$ cat config.mk
export PLATFORM = sky130hd
export DESIGN_NAME = bus_probe_counter
export DESIGN_NICKNAME = d
export VERILOG_FILES = /design/src/rtl/bpc_pkg.sv /design/src/rtl/bpc_access_detect.sv /design/src/rtl/bpc_wait_gen.sv /design/src/rtl/bpc_counter_bank.sv /design/src/rtl/bus_probe_counter.sv
export SDC_FILE = /design/constraint.sdc
export NUM_CORES = 1
export LEC_CHECK = 0
export BUFFER_PORTS_ARGS = -buffer_cell sky130_fd_sc_hd__buf_2
export CAP_MARGIN = 10
export CELL_PAD_IN_SITES_DETAIL_PLACEMENT = 1
export CELL_PAD_IN_SITES_GLOBAL_PLACEMENT = 1
export CORE_ASPECT_RATIO = 0.7
export CORE_UTILIZATION = 42
export DETAILED_ROUTE_END_ITERATION = 8
export PLACE_DENSITY_LB_ADDON = 0.1
export RECOVER_POWER = 50
export SLEW_MARGIN = 25
export SYNTH_ARGS = -nofsm -noshare
export SYNTH_HDL_FRONTEND = slang
export SYNTH_SLANG_ARGS = --single-unit
$ cat constraint.sdc
create_clock -name clk -period 1.8 [get_ports clk]
set_input_delay 0.18 -clock clk [delete_from_list [all_inputs] [get_ports clk]]
set_output_delay 0.18 -clock clk [all_outputs]
set_load 0.03 [all_outputs]
$ cat src/rtl/bpc_pkg.sv
// Package: shared offsets and sizes for the bus access counting peripheral.
// Assumes a fixed eight-word window; only the offsets below carry meaning.
package bpc_pkg;
    localparam int unsigned OFS_W      = 3;
    localparam int unsigned NUM_SCR    = 2;
    localparam int unsigned NUM_CNT    = 4;

    localparam logic [OFS_W-1:0] OFS_SCR0   = 3'd0;
    localparam logic [OFS_W-1:0] OFS_SCR1   = 3'd1;
    localparam logic [OFS_W-1:0] OFS_CNT_LO = 3'd4;

    // Counter slot order: read of scratch 0, read of scratch 1,
    // write of scratch 0, write of scratch 1 (offsets 4..7).
    typedef enum logic [1:0] {
        SLOT_RD0 = 2'd0,
        SLOT_RD1 = 2'd1,
        SLOT_WR0 = 2'd2,
        SLOT_WR1 = 2'd3
    } cnt_slot_e;
endpackage

$ cat src/rtl/bpc_access_detect.sv
// Module: bpc_access_detect
// Turns the multi-cycle bus strobe into one-cycle "access start" pulses.
// Assumes: a write indication wins over a read indication when both are high.
// An access re-arms when select drops, the offset changes or direction changes.
module bpc_access_detect #(
    parameter int unsigned OFS_W = 3
) (
    input  logic             clk,
    input  logic             rst_n,
    input  logic             sel_i,
    input  logic             rd_i,
    input  logic             wr_i,
    input  logic [OFS_W-1:0] addr_i,
    output logic             act_o,
    output logic             is_wr_o,
    output logic             start_o
);
    logic             prev_act_q;
    logic             prev_wr_q;
    logic [OFS_W-1:0] prev_addr_q;

    // Purpose: qualify the strobe and decide whether it opens a new access.
    always_comb begin
        act_o   = sel_i & (rd_i | wr_i);
        is_wr_o = wr_i;
        start_o = act_o & (~prev_act_q | (addr_i != prev_addr_q) | (is_wr_o != prev_wr_q));
    end

    // Purpose: remember the previous cycle's strobe for edge detection.
    always_ff @(posedge clk) begin
        if (!rst_n) begin
            prev_act_q  <= 1'b0;
            prev_wr_q   <= 1'b0;
            prev_addr_q <= '0;
        end else begin
            prev_act_q  <= act_o;
            prev_wr_q   <= is_wr_o;
            prev_addr_q <= addr_i;
        end
    end
endmodule

$ cat src/rtl/bpc_wait_gen.sv
// Module: bpc_wait_gen
// Requests WAIT_STATES stall cycles at the start of each counted access.
// Assumes start_i pulses for one cycle on the first cycle of an access.
// WAIT_STATES = 0 removes the request entirely.
module bpc_wait_gen #(
    parameter int unsigned WAIT_STATES = 1
) (
    input  logic clk,
    input  logic rst_n,
    input  logic start_i,
    input  logic act_i,
    output logic wait_o
);
    generate
        if (WAIT_STATES == 0) begin : g_none
            assign wait_o = 1'b0;
        end else if (WAIT_STATES == 1) begin : g_single
            assign wait_o = start_i;
        end else begin : g_multi
            localparam int unsigned WC_W = $clog2(WAIT_STATES);
            localparam logic [WC_W-1:0] WC_INIT = WC_W'(WAIT_STATES - 1);
            logic [WC_W-1:0] left_q;

            // Purpose: stall on the start cycle and while stall cycles remain.
            assign wait_o = start_i | (act_i & (left_q != '0));

            // Purpose: count down the remaining stall cycles of the access.
            always_ff @(posedge clk) begin
                if (!rst_n) begin
                    left_q <= '0;
                end else if (start_i) begin
                    left_q <= WC_INIT;
                end else if (!act_i) begin
                    left_q <= '0;
                end else if (left_q != '0) begin
                    left_q <= left_q - 1'b1;
                end
            end
        end
    endgenerate
endmodule

$ cat src/rtl/bpc_counter_bank.sv
// Module: bpc_counter_bank
// A bank of wrapping event counters, each with a software load port.
// Assumes: a load and an increment in the same cycle resolve to the load.
module bpc_counter_bank #(
    parameter int unsigned NUM   = 4,
    parameter int unsigned CNT_W = 16
) (
    input  logic                      clk,
    input  logic                      rst_n,
    input  logic [NUM-1:0]            ld_i,
    input  logic [NUM-1:0]            inc_i,
    input  logic [CNT_W-1:0]          ld_val_i,
    output logic [NUM-1:0][CNT_W-1:0] cnt_o
);
    generate
        for (genvar i = 0; i < NUM; i++) begin : g_cnt
            logic [CNT_W-1:0] val_q;

            // Purpose: load from software, else count one event, wrapping.
            always_ff @(posedge clk) begin
                if (!rst_n) begin
                    val_q <= '0;
                end else if (ld_i[i]) begin
                    val_q <= ld_val_i;
                end else if (inc_i[i]) begin
                    val_q <= val_q + 1'b1;
                end
            end

            assign cnt_o[i] = val_q;
        end
    endgenerate
endmodule

$ cat src/rtl/bus_probe_counter.sv
// Module: bus_probe_counter (top)
// Eight-word test peripheral: two scratch registers, two reserved words and
// four access counters (reads of scratch 0/1, writes of scratch 0/1).
// Assumes the address decoder drives sel_i only for this window and that
// read data is sampled by the CPU at the edge after the offset is presented.
module bus_probe_counter #(
    parameter int unsigned DATA_W      = 16,
    parameter int unsigned WAIT_STATES = 1
) (
    input  logic              clk,
    input  logic              rst_n,
    input  logic              sel_i,
    input  logic              rd_i,
    input  logic              wr_i,
    input  logic [2:0]        addr_i,
    input  logic [DATA_W-1:0] wdata_i,
    output logic [DATA_W-1:0] rdata_o,
    output logic              wait_o
);
    import bpc_pkg::*;

    logic                              act, is_wr, start;
    logic [NUM_SCR-1:0][DATA_W-1:0]    scr_q;
    logic [NUM_CNT-1:0][DATA_W-1:0]    cnt_q;
    logic [NUM_CNT-1:0]                cnt_ld, cnt_inc;
    logic [NUM_SCR-1:0]                scr_we;

    bpc_access_detect #(.OFS_W(OFS_W)) u_detect (
        .clk     (clk),
        .rst_n   (rst_n),
        .sel_i   (sel_i),
        .rd_i    (rd_i),
        .wr_i    (wr_i),
        .addr_i  (addr_i),
        .act_o   (act),
        .is_wr_o (is_wr),
        .start_o (start)
    );

    bpc_wait_gen #(.WAIT_STATES(WAIT_STATES)) u_wait (
        .clk     (clk),
        .rst_n   (rst_n),
        .start_i (start),
        .act_i   (act),
        .wait_o  (wait_o)
    );

    // Purpose: decode scratch writes, counter loads and counted events.
    always_comb begin
        for (int i = 0; i < NUM_SCR; i++) begin
            scr_we[i] = act & is_wr & (addr_i == OFS_SCR0 + OFS_W'(i));
        end
        for (int i = 0; i < NUM_CNT; i++) begin
            cnt_ld[i] = act & is_wr & (addr_i == OFS_CNT_LO + OFS_W'(i));
        end
        cnt_inc           = '0;
        cnt_inc[SLOT_RD0] = start & ~is_wr & (addr_i == OFS_SCR0);
        cnt_inc[SLOT_RD1] = start & ~is_wr & (addr_i == OFS_SCR1);
        cnt_inc[SLOT_WR0] = start &  is_wr & (addr_i == OFS_SCR0);
        cnt_inc[SLOT_WR1] = start &  is_wr & (addr_i == OFS_SCR1);
    end

    generate
        for (genvar s = 0; s < NUM_SCR; s++) begin : g_scr
            // Purpose: hold one scratch word, updated on every write cycle.
            always_ff @(posedge clk) begin
                if (!rst_n) begin
                    scr_q[s] <= '0;
                end else if (scr_we[s]) begin
                    scr_q[s] <= wdata_i;
                end
            end
        end
    endgenerate

    bpc_counter_bank #(.NUM(NUM_CNT), .CNT_W(DATA_W)) u_cnt (
        .clk      (clk),
        .rst_n    (rst_n),
        .ld_i     (cnt_ld),
        .inc_i    (cnt_inc),
        .ld_val_i (wdata_i),
        .cnt_o    (cnt_q)
    );

    // Purpose: combinational read mux; reserved offsets return zero.
    always_comb begin
        rdata_o = '0;
        if (addr_i[2]) begin
            rdata_o = cnt_q[addr_i[1:0]];
        end else if (addr_i[1] == 1'b0) begin
            rdata_o = scr_q[addr_i[0]];
        end
    end
endmodule

==> flow_summary_export.csv, run 1 <==
group,metric,value,unit
status,status,"complete, but fails checks",
status,failed_checks,"negative setup slack",
floorplanning,design.core.area,13400,µm²
timing,relSlewSlack,0.189,
yosys,ys_seq_area_frac,0.342,
yosys,synth_area,5910,µm²
grt,grtUsageMet3,0.0397,
floorplanning,num_rows,35,
timing,finalWorstSetupSlack,-0.0124,ns
yosys,synth_cells,715,
cts,cts.reportedPaths.clkPinSlew,0.08,ns
worst_setup_path,worstReg2RegStart,"u_cnt.g_cnt[3].val_q[0]$_SDFFE_PN0P_",
power,max-vdd-ir-drop,0.455,mV
routing,wl_per_cell,23.0,µm
grt,met1_usage,0.447,
layout,syn2layout_area_growth,26.9,%
worst_setup_path,cp-start-kind,"flop",
min_path,min_to,"scr_q[6]$_SDFFE_PN0P_",
worst_setup_path,reg2reg_to,"u_cnt.g_cnt[3].val_q[10]$_SDFFE_PN0P_",
grt,grt_max_degree,58,
routing,vias,6439,
worst_setup_path,r2r_slack,-0.01,ns
worst_setup_path,path_max_fanout,4,
job,cap_violations,0,
grt,grt.busiest_layer,"met2",
worst_setup_path,cpMaxStageDelayCell,"or4_1",
cts,cts_buffer_depth,2,
cts,h-tree-depth,3,
placed_design,place_ws,-0.297,ns
worst_setup_path,r2r_cells,5,
yosys,yosysTopAreaCellShare,0.342,
cts,numClockSinks,101,
worst_setup_path,worstPathRequired,2.08,ns
floorplanning,start_util,0.440,
yosys,yosys.area.top_type,"dfxtp_1",
placed_design,hpwl,16.8,mm
timing,slew_viol_final,0,
yosys,ys_types,63,
floorplanning,dieArea,14600,µm²
grt,grt-ovfl-total,0,
timing,fin_crit_sh,1.01,
cts,root_buffer,"clkbuf_16",
placed_design,gp_congestion,0.929,
cts,cts_hold_buf,0,
yosys,synth.area.top_cells,"dfxtp_1 34%, nand2_1 7.4%, mux4_2 6.1%",
timing,finClkSkew,0.00651,ns
min_path,hold_class,"input port to flop",
routing,drt_iter0_markers,371,
cts,numCtsBuffers,9,
yosys,ys_seq_elements,101,
grt,antenna_found_initial,0,
worst_setup_path,crit_path_cell_trace,"ha_2 -> and3_1 -> nand2b_1 -> or4_1 -> a31oi_1",
routing,wirelength,23.1,mm
routing,remaining_drc_errors,0,
yosys,synth_edf_count,0,
layout,nets,842,
min_path,hold_depth,3,
timing,max_slew.worst_pin.slew,1.22,ns
yosys,syn_avg_cell_area,8.27,µm²
grt,grt_pass1_vias,6370,
timing,hold_viol,0,
timing,min_period,1.81,ns
yosys,synth_flop_cell,"dfxtp_1",
grt,use_met2,0.532,
cts,clock_latency,0.36,ns
power,power,4.84,mW
worst_setup_path,slowest_delay,0.50,ns
timing,tns,-0.0207,ns
min_path,min_from,"wdata_i[6]",
routing,firstDrtPassIters,4,
floorplanning,pin_count,41,
floorplanning,die_w,144,µm
layout,drive_gt1_frac,0.306,
placed_design,port_buffers,40,
grt,track_usage,0.327,
power,leakage,2.60,nW
grt,grt_pass1_wl,35.6,mm
routing,vias_per_cell,6.41,
layout,num_antenna_cells,0,
cts,cts_tree,"done",
power,p_per_area,646,nW/µm²
timing,setup_viol,2,
timing,timing.fmax,552,MHz
floorplanning,die_h,101,µm
routing,ant_nets,0,
worst_setup_path,timing.critical_path.arrival,2.09,ns
timing,grt_setup_unrepaired,"yes",
yosys,async_reset_ff_frac,0,
yosys,syn-num-nets,743,
layout,nFillCells,1627,
layout,multi_input_area,3750,µm²
worst_setup_path,path_class,"flop to flop",
yosys,yosysWarnings,0,
worst_setup_path,worstSetupEndpointType,"flop",
layout,ff_latch_area,2060,µm²
-- through the flow --
step	area [µm²]	std cells	hold slack (ns)	utilization
2_1_floorplan	5920	715	0.316	-
3_3_place_gp	6830	971	0.441	0.508
3_5_place_dp	6830	971	0.450	0.508
4_1_cts	7280	993	0.101	0.541
5_1_grt	7500	1004	0.133	0.558
6_report	7500	1004	0.104	0.558
-- cell type report --
type | instances | share of cell area
multi-input combinational | 548 | 0.500
sequential | 101 | 0.275
timing repair buffer | 144 | 0.151
tap | 185 | 0.0308
clock buffer | 9 | 0.0300
clock inverter | 7 | 0.00800
inverter | 10 | 0.00500
-- cells in the mapped netlist (7+ instances only) --
master      n
or4_1      13
o311ai_0    7
o31ai_1    10
a31oi_1    24
xnor2_1    13
and2_1     11
inv_1      10
a32oi_1    10
nor2_1     30
o21ai_0    46
xor2_1      9
a211oi_1   13
a21oi_1    50
nor3_1     11
mux4_2     16
clkbuf_1   34
mux2i_1    16
nand2_1   117
dfxtp_1   101
nand3_1    34
buf_2      15
and3_1     12
or3_1      11
nand4_1    21
-- power by group --
part           internal (mW)  leakage [nW]  switching (mW)
clock network          0.962         0.135           0.981
registers               2.27         0.833          0.0464
logic                  0.224          1.64           0.356
total                   3.46          2.60            1.38
-- per-layer routing --
metal | part of all wire | up-vias
li1 | - | 2893
met5 | 0 | -
met1 | 0.44 | 3250
met4 | 0.025 | 0
met2 | 0.47 | 252
met3 | 0.058 | 44
-- worst max-delay path, delay by kind of cell, from the launching register on --
kind                       cells  cell delay, ns
DFF                            1            0.42
AOI/OAI and AO/OA              1            0.20
and+or+nand+nor                3            0.86
adders and majority gates      1            0.25
-- worst max-delay path by stage --
stage | from | end | slack, ns | cells past startpoint
floorplan | addr_i[0] | rdata_o[8] | -0.07 | 6
global placement | wr_i | u_cnt.g_cnt[0].val_q[12]$_SDFFE_PN0P_ | -0.17 | 7
detailed placement | wr_i | u_cnt.g_cnt[0].val_q[10]$_SDFFE_PN0P_ | -0.30 | 7
CTS | u_detect.prev_wr_q$_SDFF_PN0_ | u_cnt.g_cnt[3].val_q[10]$_SDFFE_PN0P_ | -0.04 | 6
global route | u_detect.prev_addr_q[2]$_SDFF_PN0_ | wait_o | -0.05 | 6
finish | u_cnt.g_cnt[3].val_q[0]$_SDFFE_PN0P_ | u_cnt.g_cnt[3].val_q[10]$_SDFFE_PN0P_ | -0.01 | 5
-- cell usage in the layout (no fill, tap or decap), drive strengths merged, types with 12 or more instances in the layout --
cell type,n
a211oi,16
a21oi,51
a31oi,24
and3,12
buf,134
clkbuf,19
dfxtp,101
inv,12
mux2i,16
mux4,16
nand2,117
nand3,35
nand4,21
nor2,31
o21ai,49
or4,13
xnor2,13
-- sequential cells by signal, summed over array words and instances (netlist names) --
register / cells
u_detect.prev_wr_q: 1
u_cnt.g_cnt.val_q: 64
u_detect.prev_act_q: 1
u_detect.prev_addr_q: 3
scr_q: 32
-- logic make-up after synthesis --
kind of cell,count (synthesis),share of synthesized area
compound gates,211,0.245
xor+xnor,22,0.0326
fa+ha+maj,4,0.00846
buf+inv,66,0.0476
flops,101,0.342
mux,33,0.0899
simple gates,278,0.234
-- what timing repair did --
action	in CTS	in global routing
gates resized for setup	44	64
gates cloned	0	1
endpoints found under the setup margin	25	60
pin swaps	9	6
buffers inserted	8	15
No activity file was read; power rests on OpenSTA's default activity.
==> inputs of run 2 (changes only) <==
--- a/config.mk
+++ b/config.mk
@@ -5,6 +5,7 @@
 export SDC_FILE = /design/constraint.sdc
 export NUM_CORES = 1
 export LEC_CHECK = 0
+export ABC_CLOCK_PERIOD_IN_PS = 1800
 export BUFFER_PORTS_ARGS = -buffer_cell sky130_fd_sc_hd__buf_2
 export CAP_MARGIN = 10
 export CELL_PAD_IN_SITES_DETAIL_PLACEMENT = 1
@@ -14,6 +15,7 @@
 export DETAILED_ROUTE_END_ITERATION = 8
 export PLACE_DENSITY_LB_ADDON = 0.1
 export RECOVER_POWER = 50
+export SETUP_SLACK_MARGIN = 0.3
 export SLEW_MARGIN = 25
 export SYNTH_ARGS = -nofsm -noshare
 export SYNTH_HDL_FRONTEND = slang
==> run 2 against run 1 <==
  * The flow still finishes with violations (negative setup slack)
  * Die area is the same
  * Register-to-register slack got worse by 0.36 ns
  * Critical path depth rose by 2
  * Sequential share of layout area fell by 4.3 points
  * Hold slack better by 0.022 ns
  * Total power is 7.9% higher
  * Combinational power rose by 56%
  * Via count grew 27%
  * Clock skew rose by 0.0053 ns
  * Fmax down 17%
  * Design area is 24% higher
  * Critical path type is now input port to flop
  * Largest power group unchanged
  * Highest routed layer is now met5
==> flow_summary_export.csv, run 2 (same netlist as run 1, synthesis figures left out) <==
group,metric,value,unit
timing,hold_viol,0,
layout,final_area,9270,µm²
power,leakage,3.21,nW
power,p_per_area,564,nW/µm²
floorplanning,dieArea,14600,µm²
routing,vias_per_cell,7.58,
grt,grt_max_degree,58,
worst_setup_path,crit_path_cell_trace,"buf_2 -> buf_4 -> nand3_1 -> or3_1 -> buf_4 -> o21ai_0 -> a31oi_4",
min_path,hold_depth,3,
placed_design,placed_area,7100,µm²
worst_setup_path,worstReg2RegStart,"u_detect.prev_addr_q[2]$_SDFF_PN0_",
layout,final_util,0.689,
routing,remaining_drc_errors,0,
cts,clock_latency,0.38,ns
timing,tns,-3.33,ns
cts,cts_tree,"done",
cts,root_buffer,"clkbuf_16",
worst_setup_path,worstPathRequired,1.99,ns
grt,antenna_found_initial,5,
layout,reg.largest.list,"u_cnt.g_cnt.val_q x64, scr_q x32, u_detect.prev_addr_q x3",
timing,finalWorstSetupSlack,-0.387,ns
placed_design,hpwl,17.7,mm
worst_setup_path,r2r_cells,7,
layout,regMostFlops,"u_cnt.g_cnt.val_q",
power,max-vdd-ir-drop,0.584,mV
min_path,min_from,"wdata_i[2]",
power,power,5.23,mW
timing,timing.fmax,457,MHz
timing,relSlewSlack,0.254,
worst_setup_path,crit_buf_inv,3,
routing,firstDrtPassIters,5,
status,failed_checks,"negative setup slack",
min_path,hold_class,"input port to flop",
timing,max_slew.worst_pin.slew,1.11,ns
floorplanning,start_util,0.440,
worst_setup_path,worstSetupEndpointType,"flop",
timing,min_period,2.19,ns
placed_design,gp_congestion,0.961,
placed_design,port_buffers,40,
routing,ant_nets,0,
worst_setup_path,path_max_fanout,25,
cts,numClockSinks,101,
job,cap_violations,0,
layout,nets,908,
routing,drt_iter0_markers,899,
timing,finClkSkew,0.0118,ns
worst_setup_path,cpMostUsedCell,"buf_4",
cts,cts_buffer_depth,2,
floorplanning,design.core.area,13400,µm²
layout,nFillCells,1437,
floorplanning,die_h,101,µm
routing,m1WireLength,13.2,mm
worst_setup_path,cp-start-kind,"input port",
layout,drive_gt1_frac,0.522,
routing,wl_per_cell,35.8,µm
routing,highest-signal-layer,"met5",
layout,largest_reg_flops,64,
floorplanning,pin_count,41,
grt,grt-ovfl-total,0,
cts,cts.reportedPaths.clkPinSlew,0.08,ns
worst_setup_path,crit_start,"addr_i[2]",
cts,numCtsBuffers,9,
worst_setup_path,crit_family,"compound AO/OA/AOI/OAI gates",
worst_setup_path,timing.critical_path.arrival,2.38,ns
timing,slew_viol_final,0,
layout,final_cell_mix,"103 x buf_4, 95 x nand2_1, 69 x buf_6",
routing,vias,8146,
worst_setup_path,cp.depth,7,
worst_setup_path,slowest_delay,0.91,ns
worst_setup_path,path_class,"input port to flop",
grt,track_usage,0.429,
layout,final_common_cell,"buf_4",
floorplanning,die_w,144,µm
grt,grt_pass1_vias,7640,
routing,wirelength,38.5,mm
routing,wl_met3,5.27,mm
cts,h-tree-depth,3,
floorplanning,num_rows,35,
timing,fin_crit_sh,1.21,
worst_setup_path,cpMaxStageDelayCell,"o21ai_0",
layout,syn2layout_area_growth,56.7,%
grt,grt_pass1_wl,45.7,mm
timing,setup_viol,45,
timing,grt_setup_unrepaired,"yes",
status,status,"complete, but fails checks",
routing,route.met2.wl,16.3,mm
-- run 2: cell types whose count changed in the layout (fill, tap and decap cells not counted), sizes merged --
cell / before / now
clkinvlp: 2 / 1
inv: 12 / 13
clkinv: 3 / 2
buf: 134 / 207
diode: 0 / 4
clkbuf: 19 / 13
-- run 2: metal layers --
layer / global-route usage / up-vias
li1: - / 3040
met1: 0.509 / 3879
met2: 0.689 / 868
met3: 0.0941 / 357
met4: 0.322 / 2
met5: 0 / -
-- run 2: worst min-delay path, delay by kind of cell --
family	cells	cell delay (ns)
buffers and inverters	1	0.15
AND/OR/NAND/NOR	1	0.07
AO/OA/AOI/OAI	1	0.06
-- run 2: area by class of cell --
cell class / instances / area, µm² / share of cell area
multi-input cells: 548 / 4620 / 0.498
flip-flops and latches: 101 / 2150 / 0.232
repair buffers: 210 / 1940 / 0.209
well taps: 185 / 231 / 0.0250
clock buffers: 10 / 229 / 0.0247
clock inverters: 6 / 53.8 / 0.00581
inverters: 10 / 40.0 / 0.00432
diodes: 4 / 10.0 / 0.00108
-- run 2: stage by stage --
stage	cells	hold slack (ns)	setup WS (ns)
final	1074	0.126	-0.387
after global placement	978	0.441	-0.0407
after CTS	1054	0.123	0.0113
after floorplan	715	0.316	0.153
after global routing	1071	0.113	-0.410
after detailed placement	978	0.453	-0.161
-- run 2: worst paths after layout --
kind	to	slack [ns]
setup / recovery	u_cnt.g_cnt[0].val_q[12]$_SDFFE_PN0P_	-0.39
hold / removal	scr_q[2]$_SDFFE_PN0P_	0.13
setup reg to reg	u_cnt.g_cnt[0].val_q[12]$_SDFFE_PN0P_	-0.37
hold reg to reg	scr_q[10]$_SDFFE_PN0P_	0.48
-- run 2: repair_timing --
item,in CTS,in global routing
endpoints found under the setup margin,81,93
setup buffers,58,16
pin swaps,66,63
hold buffers,0,0
resized for setup,203,143
gates cloned,2,0
-- run 2: where the power goes --
| part | internal, mW | switching, mW |
|---|---|---|
| clock | 0.967 | 1.04 |
| sequential | 2.25 | 0.0580 |
| combinational | 0.351 | 0.553 |
==> inputs of run 3 (changes only) <==
--- a/config.mk
+++ b/config.mk
@@ -5,13 +5,15 @@
 export SDC_FILE = /design/constraint.sdc
 export NUM_CORES = 1
 export LEC_CHECK = 0
+export ABC_AREA = 1
 export ABC_CLOCK_PERIOD_IN_PS = 1800
 export BUFFER_PORTS_ARGS = -buffer_cell sky130_fd_sc_hd__buf_2
 export CAP_MARGIN = 10
 export CELL_PAD_IN_SITES_DETAIL_PLACEMENT = 1
 export CELL_PAD_IN_SITES_GLOBAL_PLACEMENT = 1
 export CORE_ASPECT_RATIO = 0.7
-export CORE_UTILIZATION = 42
+export CORE_UTILIZATION = 39
+export CTS_CLUSTER_DIAMETER = 50
 export DETAILED_ROUTE_END_ITERATION = 8
 export PLACE_DENSITY_LB_ADDON = 0.1
 export RECOVER_POWER = 50
==> run 3 against run 2 <==
  * Sequential share of layout area shrank 1.3 points
  * Highest routed layer unchanged
  * Combinational power shrank 22%
  * Non-clock buffer count shrank 34
  * Sequential cell count is the same
  * Global-route usage shrank 9.2 points
  * Final cell count grew 33%
  * Fmax grew 27%
  * Largest power group unchanged
  * The flow now finishes without violations
  * Synthesized cell count grew 47%
  * Die area grew 18%
  * Largest cell class unchanged
  * Clock skew grew 0.0012 ns
  * Clock power grew 2%
==> flow_summary_export.csv, run 3 <==
group,metric,value,unit
status,status,"complete, no violations",
floorplanning,design.core.area,16200,µm²
power,leakage,4.10,nW
yosys,async_reset_ff_frac,0,
yosys,yosysWarnings,0,
grt,track_usage,0.338,
yosys,syn-num-nets,1079,
worst_setup_path,timing.critical_path.arrival,1.98,ns
worst_setup_path,cp-start-kind,"flop",
timing,relSlewSlack,0.289,
cts,root_buffer,"clkbuf_16",
cts,clock_latency,0.38,ns
timing,slew_viol_final,0,
layout,multi_input_area,5070,µm²
routing,ant_nets,0,
routing,wirelength,35.3,mm
layout,reg.largest.list,"u_cnt.g_cnt.val_q x64, scr_q x32, u_detect.prev_addr_q x3",
timing,finClkSkew,0.0130,ns
worst_setup_path,crit_path_cell_trace,"inv_2 -> nand2_1 -> nand2_1 -> nor2_1 -> nand3_4 -> clkbuf_1 -> nand2_8 -> buf_4 -> nand3_1 -> nand2_1 -> o21ai_1 -> inv_1",
yosys,synth_edf_count,0,
floorplanning,dieArea,17100,µm²
power,p_per_area,502,nW/µm²
worst_setup_path,worstPathRequired,2.06,ns
min_path,min_to,"u_detect.prev_wr_q$_SDFF_PN0_",
yosys,yosysTopAreaCellShare,0.312,
worst_setup_path,crit_family,"simple AND/OR/NAND/NOR gates",
worst_setup_path,reg2reg_to,"u_cnt.g_cnt[3].val_q[12]$_SDFFE_PN0P_",
yosys,synth_cells,1051,
timing,timing.fmax,581,MHz
worst_setup_path,path_max_fanout,5,
layout,regMostFlops,"u_cnt.g_cnt.val_q",
yosys,ys_seq_elements,101,
worst_setup_path,crit_buf_inv,4,
yosys,yosys.area.top_type,"dfxtp_1",
yosys,syn_avg_cell_area,6.16,µm²
timing,setup_viol,0,
yosys,synth.area.top_cells,"dfxtp_1 31%, nand2_1 17%, nand3_1 8.4%",
layout,nets,1225,
layout,largest_reg_flops,64,
cts,cts_tree,"done",
cts,numCtsBuffers,9,
cts,h-tree-depth,3,
timing,min_period,1.72,ns
yosys,synth_flop_cell,"dfxtp_1",
worst_setup_path,slowest_delay,0.34,ns
layout,ff_latch_area,2190,µm²
layout,final_util,0.616,
cts,cts_buffer_depth,2,
grt,grt-ovfl-total,0,
min_path,min_from,"wr_i",
timing,finalWorstSetupSlack,0.0777,ns
floorplanning,num_rows,39,
min_path,hold_class,"input port to flop",
grt,grt_pass1_vias,7235,
floorplanning,die_h,110,µm
yosys,synth_commonest_cells,"295 x nand2_1, 109 x nand3_1, 101 x dfxtp_1",
cts,cts.reportedPaths.clkPinSlew,0.08,ns
routing,wl_per_cell,24.7,µm
routing,vias_per_cell,6.00,
layout,final_cell_mix,"246 x nand2_1, 100 x buf_4, 79 x nor2_1",
layout,final_common_cell,"nand2_1",
timing,max_slew.worst_pin.slew,1.07,ns
grt,met1_usage,0.492,
layout,num_antenna_cells,0,
yosys,yosysMostFrequentCell,"nand2_1",
cts,cts_hold_buf,0,
floorplanning,die_w,156,µm
placed_design,place_ws,-0.00437,ns
job,cap_violations,0,
worst_setup_path,cpMostUsedCell,"nand2_1",
grt,antenna_found_initial,1,
grt,grt_pass1_wl,42.5,mm
timing,tns,0,ns
floorplanning,pin_count,41,
floorplanning,start_util,0.398,
routing,remaining_drc_errors,0,
yosys,ys_seq_area_frac,0.312,
yosys,synth_area,6470,µm²
worst_setup_path,r2r_cells,12,
grt,use_met2,0.491,
placed_design,gp_congestion,0.908,
routing,firstDrtPassIters,7,
timing,whs,0.0620,ns
routing,vias,8555,
placed_design,hpwl,19.4,mm
layout,nFillCells,2021,
timing,grt_setup_unrepaired,"yes",
worst_setup_path,worstReg2RegStart,"u_detect.prev_addr_q[0]$_SDFF_PN0_",
min_path,hold_depth,3,
layout,syn2layout_area_growth,54.5,%
power,power,5.02,mW
power,max-vdd-ir-drop,0.393,mV
routing,drt_iter0_markers,953,
yosys,ys_types,36,
worst_setup_path,r2r_slack,0.08,ns
grt,grtUsageMet3,0.0670,
timing,fin_crit_sh,0.957,
cts,numClockSinks,101,
worst_setup_path,path_class,"flop to flop",
placed_design,port_buffers,40,
worst_setup_path,worstSetupEndpointType,"flop",
worst_setup_path,cpMaxStageDelayCell,"dfxtp_2",
grt,grt.busiest_layer,"met1",
timing,hold_viol,0,
grt,grt_max_degree,51,
layout,drive_gt1_frac,0.481,
## run 3: changes by cell type after synthesis, sizes merged, moves of 13 or more
cell    delta
o22ai     +24
a21oi     +37
mux2i     -16
mux4      -16
a31oi     -24
or4       -13
nor2      +74
o21ai     +49
clkbuf    -14
a211oi    -16
nand3     +77
nand2    +192
inv      +102
## run 3: worst max path at each step
stage	endpoint	from	slack, ns	cells past startpoint
finish	u_cnt.g_cnt[3].val_q[12]$_SDFFE_PN0P_	u_detect.prev_addr_q[0]$_SDFF_PN0_	0.08	12
global route	u_cnt.g_cnt[3].val_q[5]$_SDFFE_PN0P_	u_detect.prev_addr_q[0]$_SDFF_PN0_	0.04	11
CTS	rdata_o[6]	u_cnt.g_cnt[2].val_q[6]$_SDFFE_PN0P_	0.12	5
detailed placement	rdata_o[5]	addr_i[0]	-0.004	8
global placement	rdata_o[5]	addr_i[0]	-0.001	8
floorplan	u_cnt.g_cnt[0].val_q[10]$_SDFFE_PN0P_	u_cnt.g_cnt[0].val_q[1]$_SDFFE_PN0P_	0.33	10
## run 3: routing by layer
metal,routed length [µm],part of all wire
met1,14700,0.42
met2,15700,0.45
met3,3160,0.090
met4,1660,0.047
met5,13,0.00037
## run 3: final cells by class
cell class / count / share of cell area
Clock buffer: 10 / 0.0239
Clock inverter: 6 / 0.00538
Inverter: 114 / 0.0559
Multi-Input combinational cell: 793 / 0.507
Sequential cell: 101 / 0.219
Tap cell: 225 / 0.0281
Timing Repair Buffer: 176 / 0.157
Timing Repair inverter: 2 / 0.00325
## run 3: logic make-up after synthesis
logic type               synth area share
AND/OR/NAND/NOR                     0.374
AO/OA/AOI/OAI                       0.176
buffers and inverters               0.101
XOR/XNOR                           0.0284
flip-flops                          0.312
adder cells (fa/ha/maj)           0.00773
## run 3: power breakdown
part	total, mW	internal, mW	switching [mW]
combinational	0.706	0.224	0.481
clock	2.06	1.00	1.06
sequential	2.26	2.22	0.0380
total	5.02	3.45	1.58
## run 3: tightest hold or removal path: cells and delay by family
kind,cells,cell delay (ns)
simple gates,1,0.06
buf+inv,2,0.15
## run 3: timing repair
item                                    4_1_cts  5_1_grt
resized for setup                           303      311
buffers inserted                             54       34
cloned                                        3        3
pin swaps                                    53      117
endpoints found under the setup margin       70       88
## run 3: per-stage QoR
step	cell area, µm²	std cells
detailed placement	7120	1317
global route	10000	1427
finish	10000	1427
floorplan	6470	1051
global placement	7120	1317
CTS	8600	1390
